[src/rtl/i2c_scl_pkg.sv]
// Shared constants and types for the I2C bus clock timer.
// Assumes: strobe channel 0 follows falling edges, channel 1 follows rising edges.
package i2c_scl_pkg;

    localparam int STB_LAUNCH = 0;  // strobe after the SCL falling edge
    localparam int STB_SAMPLE = 1;  // strobe after the SCL rising edge
    localparam int NUM_STB    = 2;

    typedef enum logic {
        RUN_IDLE   = 1'b0,
        RUN_ACTIVE = 1'b1
    } run_state_e;

endpackage

[src/rtl/scl_cfg_decode.sv]
// Turns the raw divider and delay words into the half period and two clamped delays.
// Assumes: divider bit 0 is ignored; a zero half period means the largest one;
// the upper half of dly_cfg is the launch delay and the lower half is the capture delay.
module scl_cfg_decode
    import i2c_scl_pkg::*;
#(
    parameter int CW = 16
) (
    input  logic [CW-1:0]        div_val,
    input  logic [2*CW-1:0]      dly_cfg,
    output logic [CW-1:0]        half_per,
    output logic [NUM_STB-1:0][CW-1:0] dly_eff
);

    localparam logic [CW-1:0] HALF_MAX = {1'b1, {(CW-1){1'b0}}};

    // Half period: drop bit 0, map zero onto the largest value.
    always_comb begin
        if (div_val[CW-1:1] == '0) begin
            half_per = HALF_MAX;
        end else begin
            half_per = {1'b0, div_val[CW-1:1]};
        end
    end

    // One clamp per strobe channel: a delay never exceeds the half period.
    for (genvar g = 0; g < NUM_STB; g++) begin : g_clamp
        localparam int BASE = (g == STB_LAUNCH) ? CW : 0;
        logic [CW-1:0] raw;
        assign raw        = dly_cfg[BASE +: CW];
        assign dly_eff[g] = (raw > half_per) ? half_per : raw;
    end

endmodule

[src/rtl/scl_phase_gen.sv]
// Produces the SCL level and one-cycle markers for its falling and rising edges.
// Assumes: half_per >= 1. Idle level is high. A run opens with a full high phase,
// and a stop is taken only at the end of a high phase.
module scl_phase_gen
    import i2c_scl_pkg::*;
#(
    parameter int CW = 16
) (
    input  logic          clk,
    input  logic          rst_n,
    input  logic          enable,
    input  logic [CW-1:0] half_per,
    output logic          scl,
    output logic          fall_evt,
    output logic          rise_evt
);

    run_state_e    state;
    logic [CW-1:0] cnt;
    logic          term;

    // End of the current half phase; >= keeps a shrunk setting from stalling.
    assign term = (cnt >= half_per - 1'b1);

    // Phase counter, SCL level and edge markers.
    always_ff @(posedge clk) begin
        if (!rst_n) begin
            state    <= RUN_IDLE;
            cnt      <= '0;
            scl      <= 1'b1;
            fall_evt <= 1'b0;
            rise_evt <= 1'b0;
        end else begin
            fall_evt <= 1'b0;
            rise_evt <= 1'b0;
            case (state)
                RUN_IDLE: begin
                    scl <= 1'b1;
                    cnt <= '0;
                    if (enable) begin
                        state <= RUN_ACTIVE;
                    end
                end
                default: begin
                    if (term) begin
                        cnt <= '0;
                        if (scl) begin
                            if (enable) begin
                                scl      <= 1'b0;
                                fall_evt <= 1'b1;
                            end else begin
                                state <= RUN_IDLE;
                            end
                        end else begin
                            scl      <= 1'b1;
                            rise_evt <= 1'b1;
                        end
                    end else begin
                        cnt <= cnt + 1'b1;
                    end
                end
            endcase
        end
    end

    // the line rests high whenever the generator is idle.
    assert_idle_high_R8: assert property (@(posedge clk) disable iff (!rst_n)
        (state == RUN_IDLE) |-> scl);

    // a falling edge needs enable seen high at the end of the high phase.
    assert_fall_needs_enable_R9: assert property (@(posedge clk) disable iff (!rst_n)
        fall_evt |-> $past(enable));

    // the level holds until the phase counter ends the half period.
    assert_half_hold_R1: assert property (@(posedge clk) disable iff (!rst_n)
        (state == RUN_ACTIVE && !term) |=> $stable(scl));

    // every level change is flagged as the matching edge marker.
    assert_edge_marked_R1: assert property (@(posedge clk) disable iff (!rst_n)
        (scl != $past(scl)) |-> (scl ? rise_evt : fall_evt));

endmodule

[src/rtl/scl_strobe_timer.sv]
// Emits a one-cycle strobe a programmed number of cycles after an edge marker.
// Assumes: the delay is no larger than the gap to the next marker, so a pending
// strobe fires no later than the cycle in which the next marker reloads the timer.
module scl_strobe_timer #(
    parameter int CW = 16
) (
    input  logic          clk,
    input  logic          rst_n,
    input  logic          edge_evt,
    input  logic [CW-1:0] dly,
    output logic          stb
);

    logic          armed;
    logic [CW-1:0] left;

    // Fire at the end of a countdown, or at once for a zero delay.
    assign stb = (armed && (left == '0)) || (edge_evt && (dly == '0));

    // Countdown: load on a marker, count to zero, then disarm.
    always_ff @(posedge clk) begin
        if (!rst_n) begin
            armed <= 1'b0;
            left  <= '0;
        end else if (edge_evt && (dly != '0)) begin
            armed <= 1'b1;
            left  <= dly - 1'b1;
        end else if (armed) begin
            if (left == '0) begin
                armed <= 1'b0;
            end else begin
                left <= left - 1'b1;
            end
        end
    end

    // an armed countdown drops by one each cycle without a new marker.
    assert_countdown_R4: assert property (@(posedge clk) disable iff (!rst_n)
        (armed && (left != '0) && !edge_evt) |=> (armed && (left == $past(left) - 1'b1)));

    // after firing without a reload the timer goes quiet.
    assert_fire_once_R5: assert property (@(posedge clk) disable iff (!rst_n)
        (armed && (left == '0) && !edge_evt) |=> !armed);

endmodule

[src/rtl/i2c_scl_timing.sv]
// I2C bus clock generator with launch and capture strobes.
// Assumes: div_val and dly_cfg are held steady while enable is high.
module i2c_scl_timing
    import i2c_scl_pkg::*;
#(
    parameter int CW = 16
) (
    input  logic          clk,
    input  logic          rst_n,
    input  logic          enable,
    input  logic [CW-1:0]   div_val,
    input  logic [2*CW-1:0] dly_cfg,
    output logic          scl_o,
    output logic          launch_stb,
    output logic          sample_stb
);

    logic [CW-1:0]              half_per;
    logic [NUM_STB-1:0][CW-1:0] dly_eff;
    logic                       fall_evt;
    logic                       rise_evt;
    logic [NUM_STB-1:0]         edge_evt;
    logic [NUM_STB-1:0]         stb_vec;

    scl_cfg_decode #(.CW(CW)) u_decode (
        .div_val  (div_val),
        .dly_cfg  (dly_cfg),
        .half_per (half_per),
        .dly_eff  (dly_eff)
    );

    scl_phase_gen #(.CW(CW)) u_phase (
        .clk      (clk),
        .rst_n    (rst_n),
        .enable   (enable),
        .half_per (half_per),
        .scl      (scl_o),
        .fall_evt (fall_evt),
        .rise_evt (rise_evt)
    );

    assign edge_evt[STB_LAUNCH] = fall_evt;
    assign edge_evt[STB_SAMPLE] = rise_evt;

    for (genvar g = 0; g < NUM_STB; g++) begin : g_timer
        scl_strobe_timer #(.CW(CW)) u_timer (
            .clk      (clk),
            .rst_n    (rst_n),
            .edge_evt (edge_evt[g]),
            .dly      (dly_eff[g]),
            .stb      (stb_vec[g])
        );
    end

    assign launch_stb = stb_vec[STB_LAUNCH];
    assign sample_stb = stb_vec[STB_SAMPLE];

endmodule

[config.mk]
export PLATFORM = sky130hd
export DESIGN_NAME = i2c_scl_timing
export DESIGN_NICKNAME = d
export VERILOG_FILES = /design/src/rtl/i2c_scl_pkg.sv /design/src/rtl/scl_cfg_decode.sv /design/src/rtl/scl_phase_gen.sv /design/src/rtl/scl_strobe_timer.sv /design/src/rtl/i2c_scl_timing.sv
export SDC_FILE = /design/constraint.sdc
export NUM_CORES = 1
export LEC_CHECK = 0
export ABC_AREA = 1
export BUFFER_PORTS_ARGS = -buffer_cell sky130_fd_sc_hd__buf_2
export CORE_AREA = 2 2 122 124
export DETAILED_ROUTE_END_ITERATION = 8
export DIE_AREA = 0 0 124 126
export PLACE_DENSITY = 0.59
export SYNTH_ARGS = -nofsm -noshare
export SYNTH_HDL_FRONTEND = slang
export SYNTH_SLANG_ARGS = --single-unit
[constraint.sdc]
create_clock -name clk -period 7.7 [get_ports clk]
set_input_delay 0 -clock clk [delete_from_list [all_inputs] [get_ports clk]]
set_output_delay 0 -clock clk [all_outputs]
set_load 0.1 [all_outputs]
Word-level counts from Yosys, hierarchy flattened --
Cells that the tools add are included. Widths: inputs -> output; s select.
Storage, ports and cells: bits in registers 54, input bits 51, output and inout bits 3, logic and storage cells 67
Cells by class: $add $sub $neg 6, $lt $le $gt $ge 3, eq/ne operators 2, multiplexer cells 22, bitwise operators 2, reduce and logical (&&, ||, !) cells 23
Operator list (number):
- $mux 16 | 9
- $sub 16x1->16 const B | 5
- $logic_not 16->1 | 4
- $gt 16x16->1 | 2
- $reduce_bool 16->1 | 2
- $add 16x1->16 const B | 1
- $ge 16x16->1 | 1
- $logic_not 15->1 | 1
- $mux 1 | 13
- $logic_and 1x1->1 | 6
- $reduce_and 2->1 | 3
- $ne 2x2->1 const B | 2
- $reduce_and 4->1 | 1
- $reduce_bool 2->1 | 2
- $reduce_and 3->1 | 1
- $reduce_or 3->1 | 1
- $logic_or 1x1->1 | 2
- $not 1->1 | 2

Depth between registers and ports, before layout --
Gate-level depths: netlist of run 1.
word-level depth 8, depth in mapped cells 37, gate-level depth less buffers 36

Cells and area by module --
From an unflattened synthesis of run 1, not the netlist that was laid out.
Second synthesis, totals: cell total of the unflattened synthesis 956, area, all modules 6069.6 µm²
By module, submodules not included:
- scl_strobe_timer | times used 2, cells each 239, area each 1482.7 µm², sequential area each 340.3 µm²
- scl_phase_gen | times used 1, cells each 227, area each 1696.6 µm², sequential area each 400.4 µm²
- scl_cfg_decode | times used 1, cells each 251, area each 1407.6 µm², sequential area each 0.0 µm²

Worst setup path before layout of run 1 --
OpenSTA, ideal clock, no wires.
path type input to register, start in div_val[1], end reg g_timer[0].u_timer.left[8], setup time 114 ps, data arrival time 3538 ps, required time 7586 ps, slack 4048 ps, stages 31, buffers on the path 1, path through inv_1 ha_1 nand3_4 nor2_2 nand2_1 nor2_2 nand3_1 ha_1 nand2_1 nor3_2 nand2_1 nand2_4 nand2_4 buf_6 nand2_1 nand2_1 nor2_1 nand2_1 nor2_4 nand2_4 nand2_8 inv_2 o21ai_4 ha_1 nand3_1 nor2_2 inv_2 nor2_2 xor2_1 o21bai_1 inv_1
Between the ends: cells in the longest elaborated chain, start to end 8, elaborated cells on any way between the ends 11, classes of those cells add/sub (1); order compare (1); eq/ne (1); mux (3); reduce/logical (5)
RTL lines:
- from (decl) | line i2c_scl_timing.sv:11 | input logic [CW-1:0] div_val,
- $logic_not 15->1 | line scl_cfg_decode.sv:19 | if (div_val[CW-1:1] == '0) begin
- $mux 16 (*) | line scl_cfg_decode.sv:19
- $gt 16x16->1 | line scl_cfg_decode.sv:31 | assign dly_eff[g] = (raw > half_per) ? half_per : raw;
- $mux 16 (*) | line scl_cfg_decode.sv:31
- parallel branches: the longest is 4 deep, another holds $sub 16x1->16
- to (signal assigned) | line scl_strobe_timer.sv:27 | left <= dly - 1'b1;
- to (signal assigned) | line scl_strobe_timer.sv:32 | left <= left - 1'b1;
- to (decl) | line scl_strobe_timer.sv:15 | logic [CW-1:0] left;
Mark *: on every way between the ends. A chain may end at the register's enable or synchronous reset.

Worst setup path in the final report of run 1 --
start in div_val[1], end reg g_timer[1].u_timer.left[12]
Between the ends: cells in the longest elaborated chain, start to end 8, elaborated cells on any way between the ends 11, classes of those cells add/sub (1); order compare (1); eq/ne (1); mux (3); reduce/logical (5)
RTL lines (line):
- $logic_not 15->1 | scl_cfg_decode.sv:19
- $mux 16 (*) | scl_cfg_decode.sv:19
- $gt 16x16->1 | scl_cfg_decode.sv:31
- $mux 16 (*) | scl_cfg_decode.sv:31
- parallel branches: the longest is 4 deep, another holds $sub 16x1->16
- to (signal assigned) | scl_strobe_timer.sv:27
- to (signal assigned) | scl_strobe_timer.sv:32
- to (decl) | scl_strobe_timer.sv:15
Marked as above.

==> results.py, run 1 <==
metrics = {
    "power_and_ir_drop": {
        "p_switching_mw": 0.1893,
        "p_leak_nw": 3.307,
        "pwr-share-clk_pct": 36.5,
        "p_sw_share_pct": 29.36,
        "powerDensity_nw_per_um2": 107.0,
        "combPwrFrac_pct": 19.9,
        "p_int_mw": 0.4556,
        "peakVddDrop_mv": 0.1006,
        "p_seq_share_pct": 43.5,
    },
    "cts": {
        "root_buffer": "clkbuf_16",
        "htreeDepth": 2,
        "clk_pin_slew_ns": 0.07,
        "cts.sinks": 54,
        "holdBufCountCts": 1,
        "cts_tree": "done",
        "cts_buffers": 5,
        "clk_latency_ns": 0.30,
        "clock_path_buffers": 2,
        "cts_setup_buffers": 0,
        "post_cts_resized": 0,
    },
    "global_route": {
        "grt_max_degree": 32,
        "grt_pass1_wl_mm": 23.63,
        "antenna_found_initial": 0,
        "grt_overflow": 0,
        "grt_use_total_pct": 19.23,
        "grt_pass1_vias": 4840,
    },
    "worst_setup_path": {
        "slowest_stage": "nand2_2",
        "worstReg2RegStart": "u_phase.cnt[0]",
        "end_kind": "flop",
        "regToRegSetupSlack_ns": 4.99,
        "critical_path.max_fanout": 31,
        "reg2reg_depth": 18,
        "critPathKind": "input pin to flop",
        "critPathArrivalTime_ns": 4.85,
        "r2r_end": "u_phase.cnt[9]",
        "crit_required_ns": 7.90,
        "cp_common_cell": "nand2_1",
        "cpPeakStageDelay_ns": 0.37,
        "worst_setup_path_start_kind": "input pin",
    },
    "timing": {
        "final.min_clock_period_ns": 4.644,
        "rsz0062_at_grt": "no",
        "max_slew_margin_pct": 48.81,
        "finalSetupViolCount": 0,
        "max_clock_freq_ghz": 0.2153,
        "hold_violations": 0,
        "tightest_slew_ns": 0.7660,
        "fin_crit_sh_pct": 60.31,
        "whs_ns": 0.1761,
        "drv_slew": 0,
        "clock_skew_ns": 0.003623,
        "setup_ws_ns": 3.056,
        "tns_ns": 0,
    },
    "synthesis": {
        "avgSynthCellArea_um2": 6.197,
        "ys_seq_elements": 54,
        "yosys_warnings": 0,
        "yosysSeqAreaShare_pct": 19.60,
        "synth_nets": 993,
        "synthDistinctLibCells": 48,
        "syn_inst": 890,
        "syn_area_um2": 5515,
    },
    "die": {
        "row_count": 44,
        "start_util_pct": 38.53,
        "ios": 54,
        "die_w_um": 124,
        "dieArea_um2": 15620,
        "die_y_um": 126,
        "core_area_um2": 14310,
    },
    "final_layout": {
        "antenna_cells": 0,
        "areaGrowthSynthToFinish_pct": 9.301,
        "fillers": 1592,
        "fin_area_um2": 6028,
        "layout-drive-gt1-share_pct": 13.01,
        "nNetsFinal": 1032,
    },
    "outcome": {
        "status": "finished, final reports clean",
    },
    "worst_hold_path": {
        "worst_hold_path.endpoint": "u_phase.state",
        "hp-class": "input pin to flop",
        "hold_depth": 3,
        "hp-start": "rst_n",
    },
    "drt": {
        "ant_nets": 0,
        "drcViolationCount": 0,
        "vias": 5424,
        "totalWireLength_mm": 14.47,
        "wl_per_cell_um": 12.99,
        "firstDrtPassIters": 5,
        "vias_per_cell": 4.869,
        "drtIter0Drc": 353,
    },
    "place": {
        "dp_slack_ns": 2.720,
        "placed_area_um2": 5871,
        "place.port_buffers": 52,
        "hpwl_mm": 11.84,
        "place_congestion": 0.8472,
    },
    "job": {
        "cap_violations": 0,
    },
}
-- Yosys cell counts (all sizes together) --
cell type | count | share of area [%]
nand3 | 76 | 7.4
nor3 | 12 | 1.7
xor2 | 20 | 3.2
nand2 | 271 | 20
inv | 120 | 8.2
a211oi | 2 | 0.27
xnor2 | 3 | 0.48
buf | 14 | 2.0
o31ai | 1 | 0.14
nor2 | 106 | 8.8
or2 | 2 | 0.23
a21o | 1 | 0.14
nand3b | 16 | 2.2
nor3b | 4 | 0.54
o211ai | 1 | 0.14
a21boi | 1 | 0.14
clkinv | 2 | 0.14
and3 | 2 | 0.23
nor4 | 8 | 0.91
clkbuf | 7 | 0.48
a21oi | 33 | 3.1
o21a | 4 | 0.54
o21ai | 52 | 5.0
a31oi | 3 | 0.34
ha | 52 | 12
nand4 | 14 | 1.6
o221ai | 1 | 0.16
and2 | 2 | 0.23
o21bai | 6 | 0.82
dfxtp | 54 | 20
-- layout by cell type, fill, tap and decap left out, types with 3 or more instances in the layout --
master / instances
nand3_1: 73
clkbuf_16: 5
o21ai_0: 40
nor3_1: 7
inv_2: 12
xor2_1: 20
nor2_2: 19
nor3_2: 4
xnor2_1: 3
ha_1: 52
buf_2: 52
dfxtp_1: 54
nor2_4: 3
nand2_2: 9
nor4_1: 8
nand2_1: 257
a21oi_1: 32
nand2_4: 4
nor3b_1: 4
nor2_1: 83
a31oi_1: 3
inv_1: 108
nand3b_1: 16
o21ai_1: 10
o21bai_1: 6
nand4_1: 14
o21a_1: 4
-- state kept, by name, indices dropped and copies added (netlist names) --
register               flops
u_phase.cnt               16
g_timer.u_timer.left      32
u_phase.fall_evt           1
u_phase.state              1
u_phase.rise_evt           1
g_timer.u_timer.armed      2
u_phase.scl                1
-- worst max-delay path: cells and delay by family --
kind | cells | cell delay, ns
fa+ha+maj | 3 | 0.76
simple gates | 23 | 3.34
buf+inv | 6 | 0.50
compound gates | 1 | 0.23
-- metal layers --
metal  global-route usage, %  routed length (um)  part of all wire, %  vias up
li1                        -                   -                    -     2946
met1                   26.06                7046                   49     2348
met2                   31.38                6603                   46      108
met3                   2.627                 498                  3.4       22
met4                   6.081                 325                  2.2        0
met5                       0                   0                    0        -
-- through the flow --
stage	power, mW	util (%)	std cells
2_1_floorplan	0.3745	-	890
3_3_place_gp	0.4145	41.01	1105
3_5_place_dp	0.4150	41.01	1105
4_1_cts	0.6559	42.12	1114
5_1_grt	0.6822	42.12	1114
6_report	0.6449	42.12	1114
-- worst max path at each step --
stage                from                          end  slack (ns)  cells past startpoint
2_1_floorplan  div_val[1]   g_timer[0].u_timer.left[8]        4.05                     31
3_3_place_gp   div_val[1]  g_timer[1].u_timer.left[10]        2.80                     34
3_5_place_dp   div_val[1]  g_timer[1].u_timer.left[10]        2.72                     34
4_1_cts        div_val[1]  g_timer[1].u_timer.left[10]        3.03                     34
5_1_grt        div_val[1]  g_timer[1].u_timer.left[12]        2.41                     34
6_report       div_val[1]  g_timer[1].u_timer.left[12]        3.06                     33
-- area by class of cell --
type / instances / area (um2) / share of cell area (%)
tap: 184 / 230.2 / 3.819
timing repair buffer: 53 / 270.3 / 4.483
clock inverter: 1 / 5.005 / 0.08302
multi-input combinational: 693 / 3841 / 63.72
clock buffer: 7 / 142.6 / 2.366
inverter: 122 / 457.9 / 7.597
sequential: 54 / 1081 / 17.93
-- power by group through the flow --
| stage | logic, mW | registers (mW) | clock network, mW |
|---|---|---|---|
| after detailed placement | 0.128 | 0.287 | 0 |
| after global placement | 0.127 | 0.287 | 0 |
| after global routing | 0.147 | 0.281 | 0.254 |
| final | 0.128 | 0.281 | 0.236 |
| after CTS | 0.129 | 0.281 | 0.246 |
| after floorplan | 0.0874 | 0.287 | 0 |
-- logic make-up (layout without fill, tap and decap cells) --
family	Yosys count	after routing	synth area share (%)
AOI/OAI and AO/OA	105	105	10.73
and+or+nand+nor	513	513	43.47
buffers and inverters	143	183	10.75
adders and majority gates	52	52	11.80
DFF	54	54	19.60
xor gates and xnor gates	23	23	3.653
Note: power is estimated with default switching activity, not from simulation.
==> run 2, diff against run 1 <==
Settings changed: PLACE_DENSITY 0.59 to 0.61.
Clock period 7.7 ns to 3.8 ns, I/O delays scaled along.
==> run 2 against run 1 <==
Power up 120%. Largest power group unchanged. Clock power up 110%. Via count up 12%. Register-to-register slack worse by 3.8 ns. Worst setup slack worse by 2.8 ns. Global-route usage up 1.5 points. Critical path type unchanged. Final area up 26%. Flip-flop and latch count unchanged. Clock skew up 0.0029 ns.
==> results.py, run 2 (synthesis gave the netlist of run 1 again) <==
metrics = {
    "worst_hold_path": {
        "hp-class": "input pin to flop",
        "hp-start": "rst_n",
        "worst_hold_path.endpoint": "g_timer[0].u_timer.left[2]",
        "hold_depth": 3,
    },
    "timing": {
        "whs_ns": 0.1939,
        "max_slew_margin_pct": 52.57,
        "drv_slew": 0,
        "tns_ns": 0,
        "finalSetupViolCount": 0,
        "hold_violations": 0,
        "rsz0062_at_grt": "yes",
        "fin_crit_sh_pct": 94.12,
        "tightest_slew_ns": 0.7105,
        "max_clock_freq_ghz": 0.2796,
        "final.min_clock_period_ns": 3.577,
        "clock_skew_ns": 0.006539,
    },
    "worst_setup_path": {
        "cp_common_cell": "nor2_4",
        "worstReg2RegStart": "u_phase.cnt[0]",
        "worst_setup_path_start_kind": "input pin",
        "slowest_stage": "a21oi_2",
        "end_kind": "flop",
        "critPathKind": "input pin to flop",
        "reg2reg_depth": 19,
        "cpPeakStageDelay_ns": 0.27,
        "crit_required_ns": 4.01,
        "regToRegSetupSlack_ns": 1.24,
        "critical_path.max_fanout": 6,
        "r2r_end": "u_phase.cnt[2]",
        "critPathArrivalTime_ns": 3.78,
    },
    "cts": {
        "htreeDepth": 2,
        "cts_tree": "done",
        "clk_latency_ns": 0.31,
        "cts_buffers": 5,
        "clock_path_buffers": 2,
        "root_buffer": "clkbuf_16",
        "cts.sinks": 54,
        "clk_pin_slew_ns": 0.08,
    },
    "final_layout": {
        "final_cell_mix": "nand2_1 (238), buf_4 (125), inv_1 (102), nor2_1 (72), nand3_1 (69)",
        "largest_reg_flops": 32,
        "nNetsFinal": 1172,
        "fillers": 1419,
        "regMostFlops": "g_timer.u_timer.left",
        "antenna_cells": 0,
        "fin_cells": 1254,
        "areaGrowthSynthToFinish_pct": 37.50,
        "largestRegisters": "g_timer.u_timer.left (32), u_phase.cnt (16), g_timer.u_timer.armed (2)",
        "layout-drive-gt1-share_pct": 29.35,
        "final_core_util_pct": 52.98,
        "final_common_cell": "nand2_1",
    },
    "global_route": {
        "grt_pass1_wl_mm": 25.61,
        "antenna_found_initial": 0,
        "grt_use_total_pct": 20.72,
        "grt_overflow": 0,
        "grt_pass1_vias": 5557,
        "grt_max_degree": 32,
    },
    "drt": {
        "ant_nets": 0,
        "totalWireLength_mm": 16.20,
        "drcViolationCount": 0,
        "drtIter0Drc": 434,
        "wl_per_cell_um": 12.92,
        "firstDrtPassIters": 5,
        "vias": 6091,
        "vias_per_cell": 4.857,
    },
    "power_and_ir_drop": {
        "design_power_total_mw": 1.446,
        "p_leak_nw": 4.120,
        "p_sw_share_pct": 30.24,
        "p_switching_mw": 0.4373,
        "pwr-share-clk_pct": 34.2,
        "p_seq_share_pct": 39.3,
        "combPwrFrac_pct": 26.5,
        "powerDensity_nw_per_um2": 190.7,
        "p_int_mw": 1.009,
        "peakVddDrop_mv": 0.1685,
    },
    "die": {
        "ios": 54,
        "dieArea_um2": 15620,
        "die_w_um": 124,
        "start_util_pct": 38.53,
        "die_y_um": 126,
        "core_area_um2": 14310,
        "row_count": 44,
    },
    "place": {
        "place_congestion": 0.9127,
        "hpwl_mm": 12.91,
        "place.port_buffers": 52,
        "dp.cells": 1230,
    },
    "job": {
        "cap_violations": 0,
    },
    "outcome": {
        "status": "finished, final reports clean",
    },
}
==> run 2: worst max-delay path by stage <==
stage | start | end | slack, ns | depth (start not counted)
after floorplan | div_val[1] | g_timer[0].u_timer.left[8] | 0.15 | 31
final | div_val[2] | g_timer[0].u_timer.left[8] | 0.22 | 31
after detailed placement | div_val[1] | g_timer[0].u_timer.left[8] | -0.41 | 37
after global routing | div_val[2] | g_timer[1].u_timer.left[13] | -0.08 | 35
after global placement | div_val[1] | g_timer[0].u_timer.left[8] | -0.39 | 37
after CTS | div_val[1] | g_timer[0].u_timer.left[8] | 0.03 | 38
==> run 2: power by group through the flow <==
| stage | Combinational (mW) | Sequential (mW) | Clock, mW |
|---|---|---|---|
| 2_1_floorplan | 0.177 | 0.582 | 0 |
| 3_3_place_gp | 0.331 | 0.582 | 0 |
| 3_5_place_dp | 0.333 | 0.582 | 0 |
| 4_1_cts | 0.335 | 0.569 | 0.507 |
| 5_1_grt | 0.425 | 0.569 | 0.527 |
| 6_report | 0.383 | 0.569 | 0.494 |
==> run 2: metrics by stage <==
step,cell area (um2),worst slack (ns)
global placement,6877,-0.3878
finish,7584,0.2233
floorplan,5515,0.1484
CTS,7048,0.03416
global route,7584,-0.08154
detailed placement,6877,-0.4129
==> run 2: worst max-delay path: cells and delay by family <==
kind | cells | cell delay, ns
and+or+nand+nor | 16 | 1.82
adders and majority gates | 3 | 0.56
xor gates and xnor gates | 1 | 0.07
AOI/OAI and AO/OA | 5 | 0.83
buffers and inverters | 6 | 0.50
==> run 2: layout make-up <==
type | instances | area (um2) | area share, %
clock buffer | 6 | 138.9 | 1.831
clock inverter | 2 | 12.51 | 0.1650
inverter | 122 | 462.9 | 6.105
multi-input combinational | 695 | 4189 | 55.24
sequential | 54 | 1081 | 14.26
tap | 184 | 230.2 | 3.036
timing repair buffer | 191 | 1469 | 19.37
==> run 2: routing by layer <==
| metal | GRT usage (%) | routed length, um | up-vias |
|---|---|---|---|
| li1 | - | - | 3236 |
| met1 | 27.25 | 7640 | 2701 |
| met2 | 33.78 | 7498 | 119 |
| met3 | 3.125 | 549 | 35 |
| met4 | 8.262 | 516 | 0 |
| met5 | 0 | 0 | - |
==> run 2: timing repair <==
| action | CTS | global route |
|---|---|---|
| setup endpoints to repair | 2 | 52 |
| gates resized for setup | 3 | 90 |
| cloned | 0 | 5 |
| hold endpoints to repair | 2 | 0 |
| hold buffers | 1 | 0 |
| setup buffers | 0 | 10 |
| pin swaps | 1 | 38 |
==> run 3, diff against run 2 <==
Settings changed: RECOVER_POWER set to 50.
==> run 3 against run 2 <==
Via count down 0.16%. Clock-buffer cell count unchanged. Register-to-register slack hardly changed. Final area is 0.38% lower. Hold slack better by 0.0032 ns. Maximum frequency about the same. Sequential power barely moved. Worst setup slack improved by 0.0027 ns. Wire length hardly changed. Utilization decreased by 0.20 points. Clock power is essentially flat. Global-route usage is the same. Largest cell class unchanged.
==> results.py, run 3 (synthesis gave the netlist of run 1 again) <==
metrics = {
    "die": {
        "row_count": 44,
        "ios": 54,
        "die_w_um": 124,
        "start_util_pct": 38.53,
        "core_area_um2": 14310,
        "dieArea_um2": 15620,
        "die_y_um": 126,
    },
    "cts": {
        "clk_latency_ns": 0.31,
        "cts_tree": "done",
        "clk_pin_slew_ns": 0.08,
        "cts.sinks": 54,
        "htreeDepth": 2,
        "clock_path_buffers": 2,
        "cts_buffers": 5,
        "root_buffer": "clkbuf_16",
    },
    "timing": {
        "clock_skew_ns": 0.006517,
        "final.min_clock_period_ns": 3.574,
        "hold_violations": 0,
        "fin_crit_sh_pct": 94.05,
        "finalSetupViolCount": 0,
        "drv_slew": 0,
        "max_slew_margin_pct": 23.24,
        "whs_ns": 0.1970,
        "rsz0062_at_grt": "yes",
        "tightest_slew_ns": 1.156,
        "max_clock_freq_ghz": 0.2798,
        "setup_ws_ns": 0.2260,
        "tns_ns": 0,
    },
    "final_layout": {
        "fillers": 1424,
        "final_cell_mix": "nand2_1 (238), buf_4 (124), inv_1 (102), nor2_1 (73), nand3_1 (69)",
        "layout-drive-gt1-share_pct": 29.07,
        "areaGrowthSynthToFinish_pct": 36.98,
        "regMostFlops": "g_timer.u_timer.left",
        "final_core_util_pct": 52.78,
        "largest_reg_flops": 32,
        "largestRegisters": "g_timer.u_timer.left (32), u_phase.cnt (16), g_timer.u_timer.armed (2)",
        "regArea_um2": 1081,
        "final_common_cell": "nand2_1",
        "nNetsFinal": 1172,
        "antenna_cells": 0,
        "multi_input_area_um2": 4187,
    },
    "drt": {
        "vias_per_cell": 4.849,
        "drcViolationCount": 0,
        "wl_per_cell_um": 12.92,
        "firstDrtPassIters": 7,
        "ant_nets": 0,
        "vias": 6081,
        "totalWireLength_mm": 16.20,
        "drtIter0Drc": 406,
    },
    "worst_hold_path": {
        "hp-class": "input pin to flop",
        "hp-start": "rst_n",
    },
    "power_and_ir_drop": {
        "p_switching_mw": 0.4359,
        "pwr-share-clk_pct": 34.1,
        "powerDensity_nw_per_um2": 191.2,
        "p_leak_nw": 4.129,
        "peakVddDrop_mv": 0.1684,
        "p_seq_share_pct": 39.4,
        "p_sw_share_pct": 30.17,
        "p_int_mw": 1.009,
        "combPwrFrac_pct": 26.5,
        "design_power_total_mw": 1.445,
    },
    "worst_setup_path": {
        "end_kind": "flop",
        "critical_path.max_fanout": 6,
        "worstReg2RegStart": "u_phase.cnt[0]",
        "critPathKind": "input pin to flop",
        "worst_setup_path_start_kind": "input pin",
        "cpPeakStageDelay_ns": 0.27,
        "critPathArrivalTime_ns": 3.78,
        "slowest_stage": "a21oi_2",
        "crit_required_ns": 4.01,
        "cp_common_cell": "nor2_4",
        "setup.worst_path.start": "div_val[2]",
    },
    "global_route": {
        "grt_max_degree": 32,
        "grt_use_total_pct": 20.72,
        "grt_overflow": 0,
        "antenna_found_initial": 0,
        "grt_pass1_vias": 5557,
        "grt_pass1_wl_mm": 25.61,
    },
    "place": {
        "hpwl_mm": 12.91,
        "dp_slack_ns": -0.4129,
        "place.port_buffers": 52,
        "place_congestion": 0.9127,
    },
    "outcome": {
        "status": "finished, final reports clean",
    },
    "job": {
        "cap_violations": 0,
    },
}
==> run 3: final timing paths <==
path / end / cells past startpoint / slack, ns
max reg2reg: u_phase.cnt[2] / 19 / 1.24
min reg2reg: u_phase.cnt[0] / 1 / 0.47
max: g_timer[0].u_timer.left[8] / 31 / 0.23
min: g_timer[0].u_timer.left[2] / 3 / 0.20
==> run 3: per-layer routing <==
| metal | vias up | part of all wire, % | global-route usage (%) | wire length, um |
|---|---|---|---|---|
| met1 | 2676 | 47 | 27.25 | 7616 |
| met2 | 128 | 46 | 33.78 | 7459 |
| met3 | 39 | 3.5 | 3.125 | 568 |
| met4 | 0 | 3.4 | 8.262 | 552 |
| li1 | 3238 | - | - | - |
| met5 | - | 0 | 0 | 0 |
==> run 3: what timing repair did <==
| action | in CTS | in global routing |
|---|---|---|
| endpoints found under the hold margin | 2 | 0 |
| gates cloned | 0 | 5 |
| resized for setup | 3 | 90 |
| setup endpoints to repair | 2 | 52 |
| hold buffers | 1 | 0 |
| buffers inserted | 0 | 10 |
| pin swaps | 1 | 38 |
==> run 3: critical path: cells and delay by family <==
family          cells  cell delay [ns]
buf+inv             6             0.50
simple gates       16             1.81
compound gates      5             0.83
fa+ha+maj           3             0.56
xor+xnor            1             0.07
==> run 3: power by group through the flow <==
stage	Clock, mW	Combinational, mW	Sequential (mW)
global placement	0	0.331	0.582
CTS	0.507	0.335	0.569
detailed placement	0	0.333	0.582
finish	0.493	0.383	0.569
floorplan	0	0.177	0.582
global route	0.527	0.425	0.569
==> run 3: layout make-up <==
type / instances / share of cell area, %
flip-flops and latches: 54 / 14.31
inverters: 122 / 6.128
well taps: 184 / 3.047
repair buffers: 191 / 19.10
multi-input cells: 695 / 55.42
clock buffers: 6 / 1.838
clock inverters: 2 / 0.1656
==> run 3: through the flow <==
| step | instance area, um2 | cells |
|---|---|---|
| finish | 7555 | 1254 |
| floorplan | 5515 | 890 |
| global route | 7555 | 1254 |
| detailed placement | 6877 | 1230 |
| CTS | 7048 | 1239 |
| global placement | 6877 | 1230 |
